File: config.mk
export PLATFORM = sky130hd
export DESIGN_NAME = adc_boot_poller
export DESIGN_NICKNAME = d
export VERILOG_FILES = /design/src/rtl/adc_boot_pkg.sv /design/src/rtl/adc_boot_dp.sv /design/src/rtl/adc_boot_ctrl.sv /design/src/rtl/adc_boot_poller.sv
export SDC_FILE = /design/constraint.sdc
export NUM_CORES = 1
export LEC_CHECK = 0
export BUFFER_PORTS_ARGS = -buffer_cell sky130_fd_sc_hd__buf_4
export CAP_MARGIN = 40
export CORE_ASPECT_RATIO = 1.2
export CORE_UTILIZATION = 30
export CTS_CLUSTER_DIAMETER = 150
export DETAILED_ROUTE_END_ITERATION = 16
export GPL_TIMING_DRIVEN = 0
export PLACE_DENSITY_LB_ADDON = 0.05
export SLEW_MARGIN = 0
export SYNTH_ARGS = -nofsm -noshare
export SYNTH_HDL_FRONTEND = slang
export SYNTH_HIERARCHICAL = 1
export SYNTH_SLANG_ARGS = --single-unit
File: constraint.sdc
create_clock -name clk -period 4.8 [get_ports clk]
set_input_delay 0.72 -clock clk [delete_from_list [all_inputs] [get_ports clk]]
set_output_delay 0.72 -clock clk [all_outputs]
set_load 0.02 [all_outputs]
File: src/rtl/adc_boot_pkg.sv
package adc_boot_pkg;
  localparam int CMD_W  = 8;
  localparam int RES_W  = 12;
  localparam int CHAN_W = 4;
  localparam int TX_W   = 16;
  localparam int BIT_W  = 5;

  typedef struct packed {
    logic load;     // load command byte and channel tag
    logic run;      // serial clock generator enabled
    logic capture;  // publish assembled result
  } dpStrobe_t;

  typedef enum logic [2:0] {
    ST_IDLE, ST_SETUP, ST_SHIFT, ST_WAITLO, ST_WAITHI
  } seqState_t;

  typedef enum logic [1:0] {
    PH_CFG2, PH_CFG1, PH_RUN
  } bootPhase_t;
endpackage

File: src/rtl/adc_boot_dp.sv
module adc_boot_dp
  import adc_boot_pkg::*;
#(
  parameter int HALF_DIV = 4
) (
  input  logic              clk,
  input  logic              rst_n,
  input  dpStrobe_t         strobe,
  input  logic [CMD_W-1:0]  cmdByte,
  input  logic [CHAN_W-1:0] cmdChan,
  input  logic              adcDout,
  output logic              fallTick,
  output logic              adcSclk,
  output logic              adcDin,
  output logic [RES_W-1:0]  resData,
  output logic [CHAN_W-1:0] resChan,
  output logic              resValid
);
  localparam int DIV_W = (HALF_DIV > 1) ? $clog2(HALF_DIV) : 1;
  localparam logic [DIV_W-1:0] DIV_LAST = DIV_W'(HALF_DIV - 1);

  logic [DIV_W-1:0]  divCnt;
  logic              sclkQ;
  logic [TX_W-1:0]   txReg;
  logic [RES_W-1:0]  rxReg;
  logic [CHAN_W-1:0] sentChan, convChan;
  logic              halfDone, riseTick;

  assign halfDone = strobe.run && (divCnt == DIV_LAST);
  assign fallTick = halfDone && sclkQ;
  assign riseTick = halfDone && !sclkQ;
  assign adcSclk  = sclkQ;
  assign adcDin   = txReg[TX_W-1];

  always_ff @(posedge clk or negedge rst_n) begin
    if (!rst_n) begin
      divCnt <= '0;
      sclkQ  <= 1'b0;
    end else if (!strobe.run) begin
      divCnt <= '0;
      sclkQ  <= 1'b0;
    end else if (halfDone) begin
      divCnt <= '0;
      sclkQ  <= ~sclkQ;
    end else begin
      divCnt <= divCnt + 1'b1;
    end
  end

  always_ff @(posedge clk or negedge rst_n) begin
    if (!rst_n) begin
      txReg    <= '0;
      rxReg    <= '0;
      sentChan <= '0;
      convChan <= '0;
    end else begin
      if (strobe.load) begin
        txReg    <= {cmdByte, {(TX_W-CMD_W){1'b0}}};
        sentChan <= cmdChan;
        convChan <= sentChan;
      end else if (fallTick) begin
        txReg <= {txReg[TX_W-2:0], 1'b0};
      end
      if (riseTick) rxReg <= {rxReg[RES_W-2:0], adcDout};
    end
  end

  always_ff @(posedge clk or negedge rst_n) begin
    if (!rst_n) begin
      resValid <= 1'b0;
      resData  <= '0;
      resChan  <= '0;
    end else begin
      resValid <= strobe.capture;
      if (strobe.capture) begin
        resData <= rxReg;
        resChan <= convChan;
      end
    end
  end
endmodule

File: src/rtl/adc_boot_ctrl.sv
module adc_boot_ctrl
  import adc_boot_pkg::*;
#(
  parameter int EOC_TIMEOUT = 4096
) (
  input  logic              clk,
  input  logic              rst_n,
  input  logic              fallTick,
  input  logic              adcEoc,
  input  logic [7:0]        setupCyc,
  input  logic [1:0]        cfg2Len,
  input  logic              csHoldLow,
  input  logic [CHAN_W-1:0] chanSel,
  input  logic [3:0]        cfg1Low,
  input  logic [3:0]        cfg2Low,
  output dpStrobe_t         strobe,
  output logic [CMD_W-1:0]  cmdByte,
  output logic [CHAN_W-1:0] cmdChan,
  output logic              adcCsN,
  output logic              errTimeout
);
  localparam int TMO_W = (EOC_TIMEOUT > 2) ? $clog2(EOC_TIMEOUT) : 1;
  localparam logic [TMO_W-1:0] TMO_LAST = TMO_W'(EOC_TIMEOUT - 1);
  localparam logic [3:0] CFG2_CODE = 4'b1111;

  seqState_t        state;
  bootPhase_t       phase;
  logic [7:0]       setCnt;
  logic [BIT_W-1:0] bitCnt, lenLast;
  logic [TMO_W-1:0] tmoCnt;
  logic             frameEnd;

  always_comb begin
    if (phase == PH_CFG2) begin
      case (cfg2Len)
        2'd0:    lenLast = BIT_W'(7);
        2'd1:    lenLast = BIT_W'(11);
        default: lenLast = BIT_W'(15);
      endcase
    end else begin
      lenLast = BIT_W'(RES_W - 1);
    end
  end

  assign frameEnd       = (state == ST_SHIFT) && fallTick && (bitCnt == lenLast);
  assign cmdByte        = (phase == PH_CFG2) ? {CFG2_CODE, cfg2Low} : {chanSel, cfg1Low};
  assign cmdChan        = chanSel;
  assign strobe.load    = (state == ST_IDLE);
  assign strobe.run     = (state == ST_SHIFT);
  assign strobe.capture = frameEnd && (phase == PH_RUN);

  always_ff @(posedge clk or negedge rst_n) begin
    if (!rst_n) begin
      state      <= ST_IDLE;
      phase      <= PH_CFG2;
      adcCsN     <= 1'b1;
      errTimeout <= 1'b0;
      setCnt     <= '0;
      bitCnt     <= '0;
      tmoCnt     <= '0;
    end else begin
      case (state)
        ST_IDLE: begin
          adcCsN <= 1'b0;
          setCnt <= '0;
          bitCnt <= '0;
          state  <= adcCsN ? ST_SETUP : ST_SHIFT;
        end
        ST_SETUP: begin
          if (setCnt == setupCyc) state <= ST_SHIFT;
          else setCnt <= setCnt + 1'b1;
        end
        ST_SHIFT: begin
          if (frameEnd) begin
            tmoCnt <= '0;
            case (phase)
              PH_CFG2: begin
                phase  <= PH_CFG1;
                adcCsN <= 1'b1;
                state  <= ST_IDLE;
              end
              PH_CFG1: begin
                phase  <= PH_RUN;
                adcCsN <= 1'b1;
                state  <= ST_WAITLO;
              end
              default: begin
                adcCsN <= ~csHoldLow;
                state  <= ST_WAITLO;
              end
            endcase
          end else if (fallTick) begin
            bitCnt <= bitCnt + 1'b1;
          end
        end
        ST_WAITLO, ST_WAITHI: begin
          if (tmoCnt == TMO_LAST) begin
            errTimeout <= 1'b1;
            phase      <= PH_CFG2;
            adcCsN     <= 1'b1;
            state      <= ST_IDLE;
          end else begin
            tmoCnt <= tmoCnt + 1'b1;
            if (state == ST_WAITLO && !adcEoc) state <= ST_WAITHI;
            if (state == ST_WAITHI && adcEoc)  state <= ST_IDLE;
          end
        end
        default: state <= ST_IDLE;
      endcase
    end
  end
endmodule

File: src/rtl/adc_boot_poller.sv
module adc_boot_poller
  import adc_boot_pkg::*;
#(
  parameter int HALF_DIV    = 4,
  parameter int EOC_TIMEOUT = 4096
) (
  input  logic        clk,
  input  logic        rst_n,
  input  logic [7:0]  setupCyc,
  input  logic [1:0]  cfg2Len,
  input  logic        csHoldLow,
  input  logic [3:0]  chanSel,
  input  logic [3:0]  cfg1Low,
  input  logic [3:0]  cfg2Low,
  input  logic        adcDout,
  input  logic        adcEoc,
  output logic        adcCsN,
  output logic        adcSclk,
  output logic        adcDin,
  output logic [11:0] resData,
  output logic [3:0]  resChan,
  output logic        resValid,
  output logic        errTimeout
);
  dpStrobe_t         strobe;
  logic [CMD_W-1:0]  cmdByte;
  logic [CHAN_W-1:0] cmdChan;
  logic              fallTick;

  adc_boot_ctrl #(.EOC_TIMEOUT(EOC_TIMEOUT)) u_ctrl (
    .clk(clk), .rst_n(rst_n), .fallTick(fallTick), .adcEoc(adcEoc),
    .setupCyc(setupCyc), .cfg2Len(cfg2Len), .csHoldLow(csHoldLow),
    .chanSel(chanSel), .cfg1Low(cfg1Low), .cfg2Low(cfg2Low),
    .strobe(strobe), .cmdByte(cmdByte), .cmdChan(cmdChan),
    .adcCsN(adcCsN), .errTimeout(errTimeout)
  );

  adc_boot_dp #(.HALF_DIV(HALF_DIV)) u_dp (
    .clk(clk), .rst_n(rst_n), .strobe(strobe), .cmdByte(cmdByte),
    .cmdChan(cmdChan), .adcDout(adcDout), .fallTick(fallTick),
    .adcSclk(adcSclk), .adcDin(adcDin), .resData(resData),
    .resChan(resChan), .resValid(resValid)
  );
endmodule

==> results.tsv <==
metric	value	unit
cts_tree	yes	
wl_met3	222	µm
htree_levels	3	
fmax	0.267	GHz
cap_violations	0	
vdd_ir_drop_max	193	µV
syn-cell-area	0.00391	mm²
port_buffers	47	
arrival	3.96	ns
place_congestion	0.744	
drive_gt1_share	31.0	%
drc	0	
grt_pass1_wl	14.4	mm
p_leak	2.25	nW
clkSinkCount	80	
yosysUniqueCellTypes	51	
cp-end-kind	flip-flop	
wl_per_cell	13.8	µm
viasPerCell	4.76	
ios	48	
worst_slew_pin_slew	0.649	ns
layout.cells.non_filler	593	
ant_nets	0	
setup_viol_count_final	0	
die_w	106	µm
cts-resized-gates	0	
vias	2825	
hpwl	5.83	mm
rsz0062_at_grt	no	
slew_viol_final	0	
row_count	45	
cts-hold-fix-buffers	0	
power_density	475	mW/mm²
place_ws	0.971	ns
power	0.00227	W
crit_chain	nand2b_1, nor2_1, nand3_2, clkinv_2, nand2_1, a211oi_4, and2_1, and3b_1, buf_2, buf_2, mux2_2	
slew_headroom	56.5	%
grt_antenna_before_repair	0	
route.met2.wl	3.96	mm
initial_core_util	30.9	%
hold_class	input pin to async pin	
die_h	127	µm
grt_pass1_vias	2847	
highest_layer	met4	
post-route-min-period	3.74	ns
clk_pin_slew	0.06	ns
setup_tns	0	ns
synth_nets	396	
synth_warnings	6	
numCtsBuffers	9	
cp_max_fo	10	
final_common_cell	dfrtp_1	
synthCells	365	
ys_ff_latch	80	
firstDrtPassIters	4	
clock_latency	0.34	ns
clockBufferDepth	2	
ys_async_sr_fraction	100	%
crit_top_cell	buf_2	
post_cts_buffers	0	
ff2ff_setup_slack	1.06	ns
hold_viol_final	0	
worstPathRequired	5.02	ns
synth-edff-count	0	
track_usage	13.6	%
fin_ws	1.06	ns
worstSetupPathType	flip-flop to flip-flop	
fin_worst_skew	0.00742	ns
critPathSlowestCell	nor2_1	
coreArea	0.0127	mm²
ys.flop_type	dfrtp_1	
fin_crit_sh	77.9	%
wirelength	8.21	mm
root_buffer	clkbuf_16	
dpl.cell_count	577	
whs	0.341	ns
areaGrowthSynthToFinish	22.2	%
grt_max_degree	46	
wl_met1	3.89	mm
final_cell_mix	dfrtp_1 (79), buf_4 (51), nand2_1 (33)	
diodes	0	
start_kind	flip-flop	
synth_area_per_cell	10.7	µm²
nets	455	
yosysSeqAreaShare	51.2	%
slowest_delay	0.56	ns
status	complete, no violations	
drt-initial-drc-count	104	
globalRouteOverflowTotal	0	
dieArea	0.0135	mm²
## critical path: cells and delay by family, from the launching register on
kind,cells,cell delay [ns]
buffers and inverters,3,0.74
AOI/OAI and AO/OA,1,0.36
muxes,1,0.36
and+or+nand+nor,6,1.73
DFF,1,0.42
## state kept, by name, indices dropped and copies added, names as in the netlist, 2 cells and up
name	count
u_ctrl/tmoCnt	12
u_dp/resData	12
u_dp/rxReg	12
u_ctrl/setCnt	8
u_dp/txReg	8
u_ctrl/bitCnt	5
u_dp/convChan	4
u_dp/resChan	4
u_dp/sentChan	4
u_ctrl/state	3
u_ctrl/phase	2
u_dp/divCnt	2
## where the power goes
part	switching [W]	leakage, nW	internal (W)
clock	0.000281	0.132	0.000368
sequential	0.0000983	1.05	0.000820
combinational	0.000416	1.07	0.000289
total	0.000795	2.25	0.00148
## cells in the mapped netlist, drive strengths merged, types with 6 or more instances
master  number  share of area [%]
mux2        40                 12
a31oi       10                1.6
nor2b        8                1.3
inv          7               0.67
nand2       33                3.2
xnor2       14                3.1
or2          6               0.96
buf         13                2.1
dfrtp       79                 51
nor3         6               0.90
o21ai       17                2.2
a21oi       31                4.1
nand4        7                1.1
nor2        25                2.5
clkbuf       6               0.58
nand3       14                1.9
## layout make-up
type,instances,area (µm²)
Inverter,9,35.0
Timing Repair Buffer,48,380
Clock inverter,5,41.3
Clock buffer,11,243
Sequential cell,80,2000
Multi-Input combinational cell,257,1770
Buffer,19,104
Fill cell,1297,7890
Tap cell,164,205
## cell families after synthesis
family | synth area share [%]
buffers and inverters | 3.55
adder cells (fa/ha/maj) | 1.28
multiplexers | 12.5
XOR/XNOR | 3.36
AO/OA/AOI/OAI | 12.2
AND/OR/NAND/NOR | 15.9
flip-flops | 51.2
## metrics by stage
stage          utilization, %  cell area, µm²
2_1_floorplan               -            3910
3_3_place_gp             35.3            4470
3_5_place_dp             35.5            4500
4_1_cts                  37.7            4780
5_1_grt                  37.7            4780
6_report                 37.7            4780
## worst paths after layout
path                                              from  cells past startpoint                      endpoint
min reg2reg                   u_dp/divCnt[0]$_DFF_PN0_                      1      u_dp/divCnt[0]$_DFF_PN0_
max in group asynchronous                        rst_n                      2  u_ctrl/bitCnt[1]$_DFFE_PN0P_
max reg2reg                u_ctrl/state[2]$_DFFE_PN0P_                     11   u_dp/resData[2]$_DFFE_PN0P_
max                        u_ctrl/state[2]$_DFFE_PN0P_                     11   u_dp/resData[2]$_DFFE_PN0P_
min in group clk              u_dp/divCnt[0]$_DFF_PN0_                      1      u_dp/divCnt[0]$_DFF_PN0_
min                                              rst_n                      1  u_ctrl/setCnt[2]$_DFFE_PN0P_
## routing by layer
metal  global-route usage, %  up-vias
met4                    5.96        0
met2                    22.2       39
met5                       0        -
li1                        -     1405
met3                    2.70       10
met1                    17.5     1371
No activity file was read; power rests on OpenSTA's default activity.
